<file path="config.mk">
export PLATFORM = sky130hd
export DESIGN_NAME = shadow_write_ctl
export DESIGN_NICKNAME = d
export VERILOG_FILES = /design/src/rtl/shadow_write_ctl.sv
export SDC_FILE = /design/constraint.sdc
export NUM_CORES = 1
export LEC_CHECK = 0
export ABC_CLOCK_PERIOD_IN_PS = 2000
export BUFFER_PORTS_ARGS = -buffer_cell sky130_fd_sc_hd__buf_2
export CORE_MARGIN = 8
export CORE_UTILIZATION = 33
export DETAILED_ROUTE_END_ITERATION = 8
export GPL_TIMING_DRIVEN = 0
export HOLD_SLACK_MARGIN = 0.08
export PLACE_DENSITY_LB_ADDON = 0.12
export SLEW_MARGIN = 20
export SYNTH_ARGS = -nofsm -noshare
export SYNTH_HDL_FRONTEND = slang
export SYNTH_SLANG_ARGS = --single-unit
</file>
<file path="constraint.sdc">
create_clock -name clk -period 2 [get_ports clk]
set_input_delay 0.4 -clock clk [delete_from_list [all_inputs] [get_ports clk]]
set_output_delay 0.4 -clock clk [all_outputs]
set_load 0.01 [all_outputs]
</file>
<file path="src/rtl/shadow_write_ctl.sv">
module shadow_write_ctl #(
  parameter logic [15:0] CTL_OFF   = 16'hC035,
  parameter logic [7:0]  FAST_BANK = 8'h00,
  parameter logic [7:0]  SLOW_BANK = 8'hE0
) (
  input  logic        clk,
  input  logic        rst_n,
  input  logic        slow_tick,
  input  logic        cpu_req,
  input  logic        cpu_we,
  input  logic [23:0] cpu_addr,
  input  logic [7:0]  cpu_wdata,
  output logic [7:0]  cpu_rdata,
  output logic        cpu_ready,
  output logic        fast_en,
  output logic        fast_we,
  output logic [16:0] fast_addr,
  output logic [7:0]  fast_wdata,
  input  logic [7:0]  fast_rdata,
  output logic        slow_en,
  output logic        slow_we,
  output logic [16:0] slow_addr,
  output logic [7:0]  slow_wdata,
  input  logic [7:0]  slow_rdata
);

  typedef enum logic [1:0] {ST_IDLE, ST_SYNC, ST_XFER} st_t;

  st_t        st;
  logic [7:0] ctl;

  logic [7:0]  bank;
  logic [15:0] off;
  logic        in_fast, in_slow, is_ctl, fast_hit, win_hit, need_slow, idle, done;

  assign bank    = cpu_addr[23:16];
  assign off     = cpu_addr[15:0];
  assign in_fast = bank[7:1] == FAST_BANK[7:1];
  assign in_slow = bank[7:1] == SLOW_BANK[7:1];
  assign is_ctl  = cpu_req && bank == FAST_BANK && off == CTL_OFF;
  assign fast_hit = cpu_req && in_fast && !is_ctl;
  assign idle    = st == ST_IDLE;
  assign done    = st == ST_XFER && slow_tick;

  assign win_hit =
      (ctl[0] && off >= 16'h0400 && off <= 16'h07FF) ||
      (ctl[1] && off >= 16'h2000 && off <= 16'h3FFF) ||
      (ctl[2] && off >= 16'h4000 && off <= 16'h5FFF) ||
      (ctl[3] && off >= 16'h2000 && off <= 16'h9FFF) ||
      (ctl[4] && bank[0] && off >= 16'h2000 && off <= 16'h3FFF) ||
      (ctl[6] && off >= 16'hC000 && off <= 16'hDFFF);

  assign need_slow = (fast_hit && cpu_we && win_hit) || (cpu_req && in_slow);

  always_ff @(posedge clk or negedge rst_n) begin
    if (!rst_n) begin
      st  <= ST_IDLE;
      ctl <= 8'h00;
    end else begin
      case (st)
        ST_IDLE: if (need_slow) st <= ST_SYNC;
        ST_SYNC: if (slow_tick) st <= ST_XFER;
        ST_XFER: if (slow_tick) st <= ST_IDLE;
        default: st <= ST_IDLE;
      endcase
      if (idle && is_ctl && cpu_we) ctl <= cpu_wdata;
    end
  end

  assign cpu_ready  = idle ? !need_slow : done;

  assign fast_en    = idle && fast_hit;
  assign fast_we    = cpu_we;
  assign fast_addr  = {bank[0], off};
  assign fast_wdata = cpu_wdata;

  assign slow_en    = done;
  assign slow_we    = cpu_we;
  assign slow_addr  = {bank[0], off};
  assign slow_wdata = cpu_wdata;

  always_comb begin
    cpu_rdata = 8'h00;
    if (idle && is_ctl)            cpu_rdata = ctl;
    else if (idle && fast_hit)     cpu_rdata = fast_rdata;
    else if (done && in_slow)      cpu_rdata = slow_rdata;
  end

endmodule


</file>
== After elaboration in Yosys (flattened, before gate mapping) ==
Cells that the tools add are included.

* Add/sub/neg operators: 0
* Divide/modulo/power cells: 0
* Shifts and indexed selects: 0
* Bitwise operators: 0
* Magnitude comparators: 9
* Mux-type cells: 8
* Reduce and logical (&&, ||, !) cells: 37
* Eq/ne operators: 7
* Multipliers: 0

{| class="wikitable"
|+ Operators by type and width
! operator !! number
|-
| 16-bit less-or-equal comparator (second input constant) || 2
|-
| 1-bit logical AND || 25
|-
| 8-bit two-way mux || 3
|-
| 16-bit equality test (second input constant) || 1
|-
| 16-bit by 11-bit greater-or-equal comparator with 1-bit output (second input constant) || 1
|-
| 16-bit by 14-bit greater-or-equal comparator with 1-bit output (second input constant) || 1
|-
| 16-bit by 15-bit greater-or-equal comparator with 1-bit output (second input constant) || 1
|-
| 16-bit greater-or-equal comparator (second input constant) || 1
|-
| 16-bit by 11-bit less-or-equal comparator with 1-bit output (second input constant) || 1
|-
| 16-bit by 14-bit less-or-equal comparator with 1-bit output (second input constant) || 1
|-
| 16-bit by 15-bit less-or-equal comparator with 1-bit output (second input constant) || 1
|-
| 8-bit logical NOT || 1
|-
| 7-bit equality test (second input constant) || 1
|-
| 7-bit logical NOT || 1
|-
| 1-bit logical OR || 6
|-
| 2-bit two-way mux || 3
|-
| 2-bit inequality test (second input constant) || 3
|-
| 2-bit one-hot mux with 3 select lines || 1
|-
| 3-bit AND reduction || 1
|-
| 2-bit by 1-bit equality test with 1-bit output (second input constant) || 1
|-
| 2-bit equality test (second input constant) || 1
|-
| 1-bit logical NOT || 2
|-
| 2-bit logical NOT || 1
|-
| 1-bit two-way mux || 1
|}

* Bits in writable memories: 0
* Latch bits: 0
* Memory bits (read-only): 0
* Memories: 0
* Flip-flop bits (word level): 10
* Output and inout bits: 63

== Longest topological paths before layout ==
Gate-level depths: netlist of the first run.

* Depth after elaboration: 12
* Mapped depth: 6
* Mapped depth without buffers: 5

== Worst setup path after synthesis of the first run ==
Ideal clock, no wire load.

* Path type: input-to-output
* Start point: input cpu_addr[6]
* End point: output cpu_ready
* Buffers on the path: 1
* Setup slack: -0.294 ns
* Stages: 6
* Arrival time: 1.894 ns
* Path through: or4_4 > nor4_2 > and4b_1 > buf_6 > nor4_1 > o41ai_2

* Cells in the longest elaborated chain, start to end: 12
* Elaborated cells between the ends (all ways): 35
* Classes of those cells: order compare: 9; eq/ne: 1; mux: 1; reduce/logical: 24

{| class="wikitable"
|+ Ends and longest elaborated chain
! what !! line !! text
|-
| from (decl) || 11 || <nowiki>input logic [23:0] cpu_addr,</nowiki>
|-
| 16-bit by 11-bit greater-or-equal comparator with 1-bit output / 16-bit by 14-bit greater-or-equal comparator with 1-bit output (equally long branches) || - ||
|-
| 1-bit logical AND (on tied branches) (2 in series) || 46, 47 ||
|-
| 1-bit logical OR || 46 || <nowiki>(ctl[0] && off >= 16'h0400 && off <= 16'h07FF) ||</nowiki>
|-
| 1-bit logical OR || 47 || <nowiki>(ctl[1] && off >= 16'h2000 && off <= 16'h3FFF) ||</nowiki>
|-
| 1-bit logical OR || 48 || <nowiki>(ctl[2] && off >= 16'h4000 && off <= 16'h5FFF) ||</nowiki>
|-
| 1-bit logical OR || 49 || <nowiki>(ctl[3] && off >= 16'h2000 && off <= 16'h9FFF) ||</nowiki>
|-
| 1-bit logical OR || 50 || <nowiki>(ctl[4] && bank[0] && off >= 16'h2000 && off <= 16'h3FFF) ||</nowiki>
|-
| 1-bit logical AND (*) || 53 || <nowiki>assign need_slow = (fast_hit && cpu_we && win_hit) || (cpu_req && in_slow);</nowiki>
|-
| 1-bit logical OR (*) || 53 ||
|-
| 1-bit logical NOT (*) || 70 || <nowiki>assign cpu_ready = idle ? !need_slow : done;</nowiki>
|-
| 1-bit two-way mux (*) || 70 ||
|-
| to (decl) || 14 || <nowiki>output logic cpu_ready,</nowiki>
|}

Every way passes the cells marked *; elsewhere a longest branch is shown, timed or not.

== Worst setup path in the final report of the first run ==
* Start point: input cpu_addr[6]
* End point: output cpu_rdata[6]

* Cells in the longest elaborated chain, start to end: 7
* Elaborated cells between the ends (all ways): 8
* Classes of those cells: eq/ne: 1; mux: 2; reduce/logical: 5

{| class="wikitable"
|+ Ends and longest elaborated chain
! what !! line !! text
|-
| 16-bit equality test (*) || 40 || <nowiki>assign is_ctl = cpu_req && bank == FAST_BANK && off == CTL_OFF;</nowiki>
|-
| 1-bit logical AND (*) || 40 ||
|-
| 1-bit logical NOT || 41 || <nowiki>assign fast_hit = cpu_req && in_fast && !is_ctl;</nowiki>
|-
| 1-bit logical AND || 41 ||
|-
| 1-bit logical AND || 85 || <nowiki>else if (idle && fast_hit) cpu_rdata = fast_rdata;</nowiki>
|-
| 8-bit two-way mux || 85 ||
|-
| 8-bit two-way mux (*) || 84 || <nowiki>if (idle && is_ctl) cpu_rdata = ctl;</nowiki>
|-
| to (decl) || 13 || <nowiki>output logic [7:0] cpu_rdata,</nowiki>
|}

Marked as above.

==> run metrics, run 1 <==
Worst setup SP type=primary input; Reg2Reg Depth=4; power consumption=0.000693 W; vias in the first global route=1288; final instance area=0.00191 mm^2; GRT overflow=0; FMAX=403 MHz; sw frac=29.0%; met3 Use GR=3.82%; Core Footprint=0.00339 mm^2; LEAKAGE=1.07 nW; Critical path origin=cpu_addr[6]; # DRC=0; clock latency on the worst-skew pair=260 ps; CTS buffer count=3; worst-margin pin slew=381 ps; register area=250 um^2; Post-synth ARST share=100%; Rows=21; Area contributors post-synth=buf_4 (33%), dfrtp_1 (21%), mux2_4 (10%); Die H=75.9 um; syn_area_per_cell=8.77 um^2; flop2flop setup slack=610 ps; area leader, netlist=buf_4; Port Buffers=115; area of the multi-input gates=523 um^2; status=complete, but fails checks; clock skew=0.337 ps; post-layout min period=2480 ps; global routing's busiest layer=met2; max cap viols=0; nets=311; Synth Instances=135; Seq pwr share=32.0%; max-slew violation count=0; Initial DRC Count=12; clk slew on worst S/H paths=60 ps; VDD IR max=0.324 mV; die area=0.00576 mm^2; sequential fraction of the synthesis area=21.1%; GR Util met2=22.5%; Placed Area=0.00182 mm^2; Commonest cells post-synth=buf_4 (52), nand2_1 (15), o21ai_0 (11), dfrtp_1 (10); worst min-delay path category=in -> reg; reg-to-reg critical path startpoint=st[0]$_DFFE_PN0P_; data arrival time of the worst path=2080 ps; Area Growth Syn to Fin=61.6%; met1 usage=12.9%; RSZ-0062 raised after global routing=true; clock buffer depth=2; top cell type's share of synthesized area=33.0%; worst r2r dst=ctl[0]$_DFFE_PN0P_; Overall Global Routing Usage=12.5%; CP Data Required Time=1600 ps; initial antenna violation count=0; fill count=342; EDFF count, synth=0; count of clock tree sinks=10; final-report hold violation count=0; Comb power frac=42.9%; most common flop cell mapped by yosys=dfrtp_1; synthesized cell area=0.00118 mm^2; clock share of power=25.0%; DP HPWL=3.37 mm; worst-path maximum fanout=5; Worst Setup EP=cpu_rdata[6]; Final ANT Viol Nets=0; Critical Path Sink Type=output pin; first-pass GRT wire length=5.60 mm; Switching Power=0.000201 W; via count=1285; Final setup viols=18; Warnings, synthesis=0; largest net degree at the start of global routing=11; layout cells sized above 1=73.9%; cell with the most instances after synthesis=buf_4; fin crit share=124%; failing checks=setup timing; final wirelength=3.88 mm; I/O pins=116; fin worst setup slack=-481 ps; ANT cells=0; Worst slew margin=74.6%; Vias/cell=4.24; Synth Net Count=188; Pwr Density=362 mW/mm^2; GPL Wtd Cong=0.737; H-tree Lvls=1; kind of critical path=in -> out; first drt pass iteration count=3; number of distinct library cells after synthesis=26; Starting Density=34.9%; Root Buffer=clkbuf_4; die width=75.9 um; cell internal pwr=0.000492 W; Seq cells post-synth=10; CTS tree=built; Wirelength per Cell=12.8 um
[through the flow]
step	setup TNS, ps	utilization (%)	cells	setup WS [ps]	hold slack [ps]
2_1_floorplan	-1320	-	135	-201	104
3_3_place_gp	-7410	53.8	296	-542	268
3_5_place_dp	-7210	53.8	296	-533	266
4_1_cts	-4450	56.1	302	-483	388
5_1_grt	-5510	56.4	303	-579	406
6_report	-4230	56.4	303	-481	400
[power groups by stage]
stage / Clock, W / Sequential, W / Combinational (W)
finish: 0.000174 / 0.000222 / 0.000297
floorplan: 0 / 0.000224 / 0.000156
global route: 0.000185 / 0.000224 / 0.000325
global placement: 0 / 0.000226 / 0.000293
CTS: 0.000181 / 0.000221 / 0.000302
detailed placement: 0 / 0.000225 / 0.000296
[worst min-delay path by stage]
stage	cells after the start	slack (ps)	from	end
floorplan	0	100	rst_n	ctl[0]$_DFFE_PN0P_
global placement	1	270	rst_n	ctl[5]$_DFFE_PN0P_
detailed placement	1	270	rst_n	ctl[5]$_DFFE_PN0P_
CTS	2	390	cpu_wdata[6]	ctl[6]$_DFFE_PN0P_
global route	2	410	cpu_wdata[2]	ctl[2]$_DFFE_PN0P_
finish	2	400	cpu_wdata[6]	ctl[6]$_DFFE_PN0P_
[what timing repair did]
item	CTS	global route
endpoints found under the hold margin	10	0
endpoints found under the setup margin	18	18
resized for setup	6	1
hold buffers	1	0
pin swaps	1	2
buffers inserted	0	1
gates cloned	1	0
[sequential cells by signal, indices dropped and copies added, names as in the netlist]
signal	cells
st	2
ctl	8
[logic make-up after synthesis]
| family | share of synthesized area (%) |
|---|---|
| flops | 21.1 |
| mux | 16.9 |
| simple gates | 17.2 |
| buf+inv | 36.3 |
| compound gates | 8.46 |
[layer usage]
| layer | vias to the layer above | part of all wire (%) | wire, um |
|---|---|---|---|
| met5 | - | 0 | 0 |
| met4 | 0 | 0.57 | 22 |
| met3 | 2 | 14 | 543 |
| met2 | 65 | 49 | 1890 |
| met1 | 557 | 37 | 1430 |
| li1 | 661 | - | - |
[cell usage in the layout, fill, tap and decap left out, types with 2 or more instances in the layout]
master / n
buf_2: 113
buf_4: 53
nand2_1: 15
dfrtp_1: 10
mux2i_1: 8
o21ai_1: 8
mux2_4: 8
nor2_1: 6
buf_6: 4
o21ai_0: 3
clkbuf_4: 3
nand3b_1: 2
inv_1: 2
nor4_1: 2
[critical path, cell delays in order]
cell and delay [ps]:
buf_6 90, or4_4 530, nor4_4 140, and4b_2 310, buf_6 150, mux2i_1 200
o21ai_1 90, buf_2 160
[layout make-up]
type / instances / share of cell area [%]
clock buffers: 4 / 1.90
well taps: 46 / 3.01
inverters: 2 / 0.392
multi-input cells: 69 / 27.3
plain buffers: 54 / 22.0
flip-flops and latches: 10 / 13.1
repair buffers: 118 / 32.2
Note: power is estimated with default switching activity, not from simulation.
==> inputs of run 2 (changes only) <==
--- a/config.mk
+++ b/config.mk
@@ -5,13 +5,14 @@
 export SDC_FILE = /design/constraint.sdc
 export NUM_CORES = 1
 export LEC_CHECK = 0
-export ABC_CLOCK_PERIOD_IN_PS = 2000
+export ABC_CLOCK_PERIOD_IN_PS = 2500
 export BUFFER_PORTS_ARGS = -buffer_cell sky130_fd_sc_hd__buf_2
 export CORE_MARGIN = 8
-export CORE_UTILIZATION = 33
+export CORE_UTILIZATION = 36
 export DETAILED_ROUTE_END_ITERATION = 8
 export GPL_TIMING_DRIVEN = 0
 export HOLD_SLACK_MARGIN = 0.08
+export MAX_ROUTING_LAYER = met4
 export PLACE_DENSITY_LB_ADDON = 0.12
 export SLEW_MARGIN = 20
 export SYNTH_ARGS = -nofsm -noshare
==> constraint.sdc (replaced) <==
create_clock -name clk -period 2.5 [get_ports clk]
set_input_delay 0.5 -clock clk [delete_from_list [all_inputs] [get_ports clk]]
set_output_delay 0.5 -clock clk [all_outputs]
set_load 0.01 [all_outputs]
==> run 2 against run 1 <==
The flow still finishes with violations (setup timing). Setup slack better by 280 ps. Clock power down 42%. Utilization up 2.6 points. Sequential power down 20%. Die area down 6.6%. Via count up 0.93%. Register-to-register slack better by 490 ps. Largest cell class unchanged.
==> run metrics, run 2 (same netlist as run 1, synthesis figures left out) <==
status=complete, but fails checks; max-slew violation count=0; Reg2Reg Depth=4; clk slew on worst S/H paths=60 ps; Top reg by flops=ctl; clock latency on the worst-skew pair=250 ps; post-layout min period=2700 ps; I/O pins=116; fill count=349; initial antenna violation count=0; max incr delay on CP=530 ps; Initial DRC Count=23; nets=314; CTS tree=built; clock skew=3.24 ps; DP HPWL=3.34 mm; hold_ws=93.8 ps; Starting Density=36.3%; Final ANT Viol Nets=0; clock buffer depth=2; final wirelength=3.94 mm; critical path's most frequent cell=buf_6; Overall Global Routing Usage=13.6%; CP top delay family=simple AND/OR/NAND/NOR gates; fin crit share=108%; CTS Hold Buffers Added=0; GRT overflow=0; commonest non-fill, non-tap cell in the layout=buf_2; Worst slew margin=71.0%; die area=0.00538 mm^2; Setup TNS Final=-1570 ps; Port Buffers=115; area of the multi-input gates=515 um^2; largest net degree at the start of global routing=11; CP Data Required Time=2000 ps; path length in cells of the critical path=9; FMAX=371 MHz; max cap viols=0; Wirelength per Cell=12.9 um; Pwr Density=269 mW/mm^2; CP Cell Sequence=buf_6 > or4_4 > nor4_4 > and4b_1 > buf_6 > buf_4 > mux2i_1 > o21ai_1 > buf_2; ANT cells=0; failing checks=setup timing; CTS buffer count=3; number of flip-flops in the largest register=8; via count=1297; final-report hold violation count=0; GPL Wtd Cong=0.739; kind of critical path=in -> out; Critical Path Sink Type=output pin; first-pass GRT wire length=5.83 mm; LEAKAGE=1.09 nW; Final setup viols=9; Vias/cell=4.25; worst min-delay path category=in -> async; final instance area=0.00192 mm^2; Rows=21; data arrival time of the worst path=2200 ps; CP bufs+invs=4; Root Buffer=clkbuf_4; first drt pass iteration count=4; register area=250 um^2; Top Registers=ctl x8, st x2; CP max stage cell=or4_4; Core Footprint=0.00326 mm^2; pre-CTS setup slack=-356 ps; Placed Area=0.00182 mm^2; Area Growth Syn to Fin=62.6%; Worst setup SP type=primary input; # DRC=0; count of clock tree sinks=10; layout cells sized above 1=73.7%; worst-path maximum fanout=4; Die H=73.3 um; vias in the first global route=1285; VDD IR max=0.217 mV; die width=73.3 um; fin worst setup slack=-197 ps; most frequent cells in the layout=buf_2 (113), buf_4 (56), nand2_1 (15), dfrtp_1 (10); worst-margin pin slew=434 ps; H-tree Lvls=1; RSZ-0062 raised after global routing=true
[run 2: per-stage QoR]
step           total power (W)  std cells  util (%)
2_1_floorplan         0.000302        135         -
3_3_place_gp          0.000413        296      55.8
3_5_place_dp          0.000416        296      55.8
4_1_cts               0.000524        304      58.8
5_1_grt               0.000553        305      59.1
6_report              0.000518        305      59.1
[run 2: layer usage]
metal / GRT usage, % / vias up / routed length, um / share of wire (%)
li1: - / 660 / - / -
met1: 14.3 / 572 / 1510 / 38
met2: 24.5 / 63 / 1940 / 49
met3: 3.96 / 2 / 473 / 12
met4: 3.33 / 0 / 12 / 0.30
met5: - / - / 0 / 0
[run 2: power breakdown]
part | switching [W] | total (W) | internal (W)
clock | 0.0000462 | 0.000101 | 0.0000551
combinational | 0.000102 | 0.000239 | 0.000138
sequential | 0.00000988 | 0.000178 | 0.000168
[run 2: worst paths after layout]
check / startpoint / end / slack, ps
setup / recovery: cpu_addr[6] / cpu_rdata[3] / -200
hold / removal: rst_n / st[1]$_DFFE_PN0P_ / 90
setup reg to reg: st[0]$_DFFE_PN0P_ / ctl[0]$_DFFE_PN0P_ / 1100
hold reg to reg: ctl[5]$_DFFE_PN0P_ / ctl[5]$_DFFE_PN0P_ / 530
max in group asynchronous: rst_n / ctl[4]$_DFFE_PN0P_ / 2210
min in group clk: cpu_wdata[5] / ctl[5]$_DFFE_PN0P_ / 500
[run 2: layout make-up]
cell class	instances	area share, %
repair buffers	121	33.7
flip-flops and latches	10	13.0
well taps	46	2.99
inverters	2	0.390
multi-input cells	69	26.8
clock buffers	3	1.17
plain buffers	54	21.9
[run 2: what timing repair did]
item | 4_1_cts | 5_1_grt
setup buffers | 5 | 1
hold endpoints to repair | 0 | 0
gates resized for setup | 7 | 3
pin swaps | 2 | 1
setup endpoints to repair | 9 | 9
==> inputs of run 3 (changes only) <==
--- a/config.mk
+++ b/config.mk
@@ -7,13 +7,15 @@
 export LEC_CHECK = 0
 export ABC_CLOCK_PERIOD_IN_PS = 2500
 export BUFFER_PORTS_ARGS = -buffer_cell sky130_fd_sc_hd__buf_2
+export CELL_PAD_IN_SITES_DETAIL_PLACEMENT = 0
+export CELL_PAD_IN_SITES_GLOBAL_PLACEMENT = 1
 export CORE_MARGIN = 8
-export CORE_UTILIZATION = 36
+export CORE_UTILIZATION = 24
 export DETAILED_ROUTE_END_ITERATION = 8
 export GPL_TIMING_DRIVEN = 0
 export HOLD_SLACK_MARGIN = 0.08
 export MAX_ROUTING_LAYER = met4
-export PLACE_DENSITY_LB_ADDON = 0.12
+export PLACE_DENSITY_LB_ADDON = 0.1
 export SLEW_MARGIN = 20
 export SYNTH_ARGS = -nofsm -noshare
 export SYNTH_HDL_FRONTEND = slang
==> run 3 against run 2 <==
The run still ends with setup timing left. Fmax fell by 1.2%. Combinational power about the same. Utilization is 17 points lower.
==> run metrics, run 3 (same netlist as run 1, synthesis figures left out) <==
ANT cells=0; Top reg by flops=ctl; FMAX=366 MHz; Pwr Density=310 mW/mm^2; Starting Density=24.9%; CP max stage cell=or4_4; Final ANT Viol Nets=0; Wirelength per Cell=12.8 um; max incr delay on CP=540 ps; Rows=25; vias in the first global route=1340; first drt pass iteration count=4; Area Growth Syn to Fin=68.9%; via count=1257; failing checks=setup timing; clock skew=4.31 ps; Worst slew margin=56.6%; Inst Count DP=317; count of clock tree sinks=10; first-pass GRT wire length=6.56 mm; clock latency on the worst-skew pair=230 ps; Worst setup SP type=primary input; die area=0.00743 mm^2; I/O pins=116; post-layout min period=2730 ps; register area=250 um^2; clk slew on worst S/H paths=50 ps; Die H=86.2 um; number of flip-flops in the largest register=8; max cap viols=0; met3 WL=495 um; Port Buffers=115; fill count=494; worst min-delay path category=in -> async; Critical Path Sink Type=output pin; largest net degree at the start of global routing=11; CP top delay family=simple AND/OR/NAND/NOR gates; CP bufs+invs=4; final wirelength=4.19 mm; fin crit share=109%; VDD IR max=0.192 mV; # DRC=0; nets=314; area of the multi-input gates=519 um^2; LEAKAGE=1.11 nW; clock buffer depth=2; initial antenna violation count=0; most frequent cells in the layout=buf_2 (113), buf_4 (55), nand2_1 (15), dfrtp_1 (10); final-report hold violation count=0; status=complete, but fails checks; Core Footprint=0.00475 mm^2; critical path's most frequent cell=buf_6; CP Data Required Time=2000 ps; GRT overflow=0; Top Registers=ctl x8, st x2; CTS tree=built; Layout Cells excl Fill=327; RSZ-0062 raised after global routing=true; H-tree Lvls=1; kind of critical path=in -> out; CTS buffer count=3; Final setup viols=10; DR top layer=met4; die width=86.2 um; hold_ws=125 ps; data arrival time of the worst path=2230 ps; Critical path origin=cpu_addr[6]; reg-to-reg critical path startpoint=st[1]$_DFFE_PN0P_; layout cells sized above 1=73.8%; final core utilization=42.1%; Root Buffer=clkbuf_8; met2 wire length=1.88 mm; Overall Global Routing Usage=11.0%; GPL Wtd Cong=0.705; DP HPWL=3.56 mm; max-slew violation count=0; CP Cell Sequence=buf_6 > or4_4 > nor4_4 > and4b_1 > buf_6 > buf_12 > mux2i_1 > o21ai_1 > buf_2; commonest non-fill, non-tap cell in the layout=buf_2; Initial DRC Count=16; worst-margin pin slew=649 ps; fin worst setup slack=-230 ps; worst-path maximum fanout=6; wl on met1=1.79 mm; Vias/cell=3.84
## run 3: area by class of cell
type                    count  share of cell area, %
inverters                   2                  0.375
flip-flops and latches     10                   12.5
well taps                  67                   4.19
repair buffers            121                   33.1
plain buffers              54                   21.1
multi-input cells          69                   26.0
clock buffers               4                   2.75
## run 3: worst register-to-register path: cells and delay by family, from the launching register on
family	cells	cell delay, ps
flops	1	430
simple gates	2	400
mux	1	300
buf+inv	1	140
## run 3: per-layer routing
layer  track usage, %  up-vias
met2             17.4       69
met3             3.78        2
met1             13.3      523
li1                 -      663
met4             2.35        0
met5                -        -
## run 3: path summary, 6_finish.rpt
kind | end | slack (ps) | cells past startpoint
max | cpu_rdata[1] | -230 | 9
min | ctl[2]$_DFFE_PN0P_ | 120 | 1
max reg2reg | ctl[4]$_DFFE_PN0P_ | 1110 | 4
min reg2reg | ctl[7]$_DFFE_PN0P_ | 510 | 1
max in group asynchronous | ctl[5]$_DFFE_PN0P_ | 2170 | 1
min in group clk | ctl[7]$_DFFE_PN0P_ | 510 | 1
## run 3: what timing repair did
action | 4_1_cts | 5_1_grt
gates resized for setup | 11 | 1
buffers inserted | 4 | 2
endpoints found under the setup margin | 10 | 10
hold buffers | 0 | 0
pin swaps | 1 | 2
## run 3: stage by stage
stage                     worst slack [ps]  setup TNS, ps  cell area, um^2  power, W
after floorplan                       6.25              0             1180  0.000302
after global placement                -380          -2260             1840  0.000418
after global routing                  -339          -2900             2000  0.000664
after detailed placement              -374          -2400             1840  0.000417
final                                 -230          -1820             2000  0.000619
after CTS                             -265          -2060             1970  0.000629
## run 3: power by group
part | switching [W] | internal, W
registers | 0.0000105 | 0.000168
logic | 0.000100 | 0.000137
clock network | 0.0000648 | 0.000139
total | 0.000176 | 0.000443
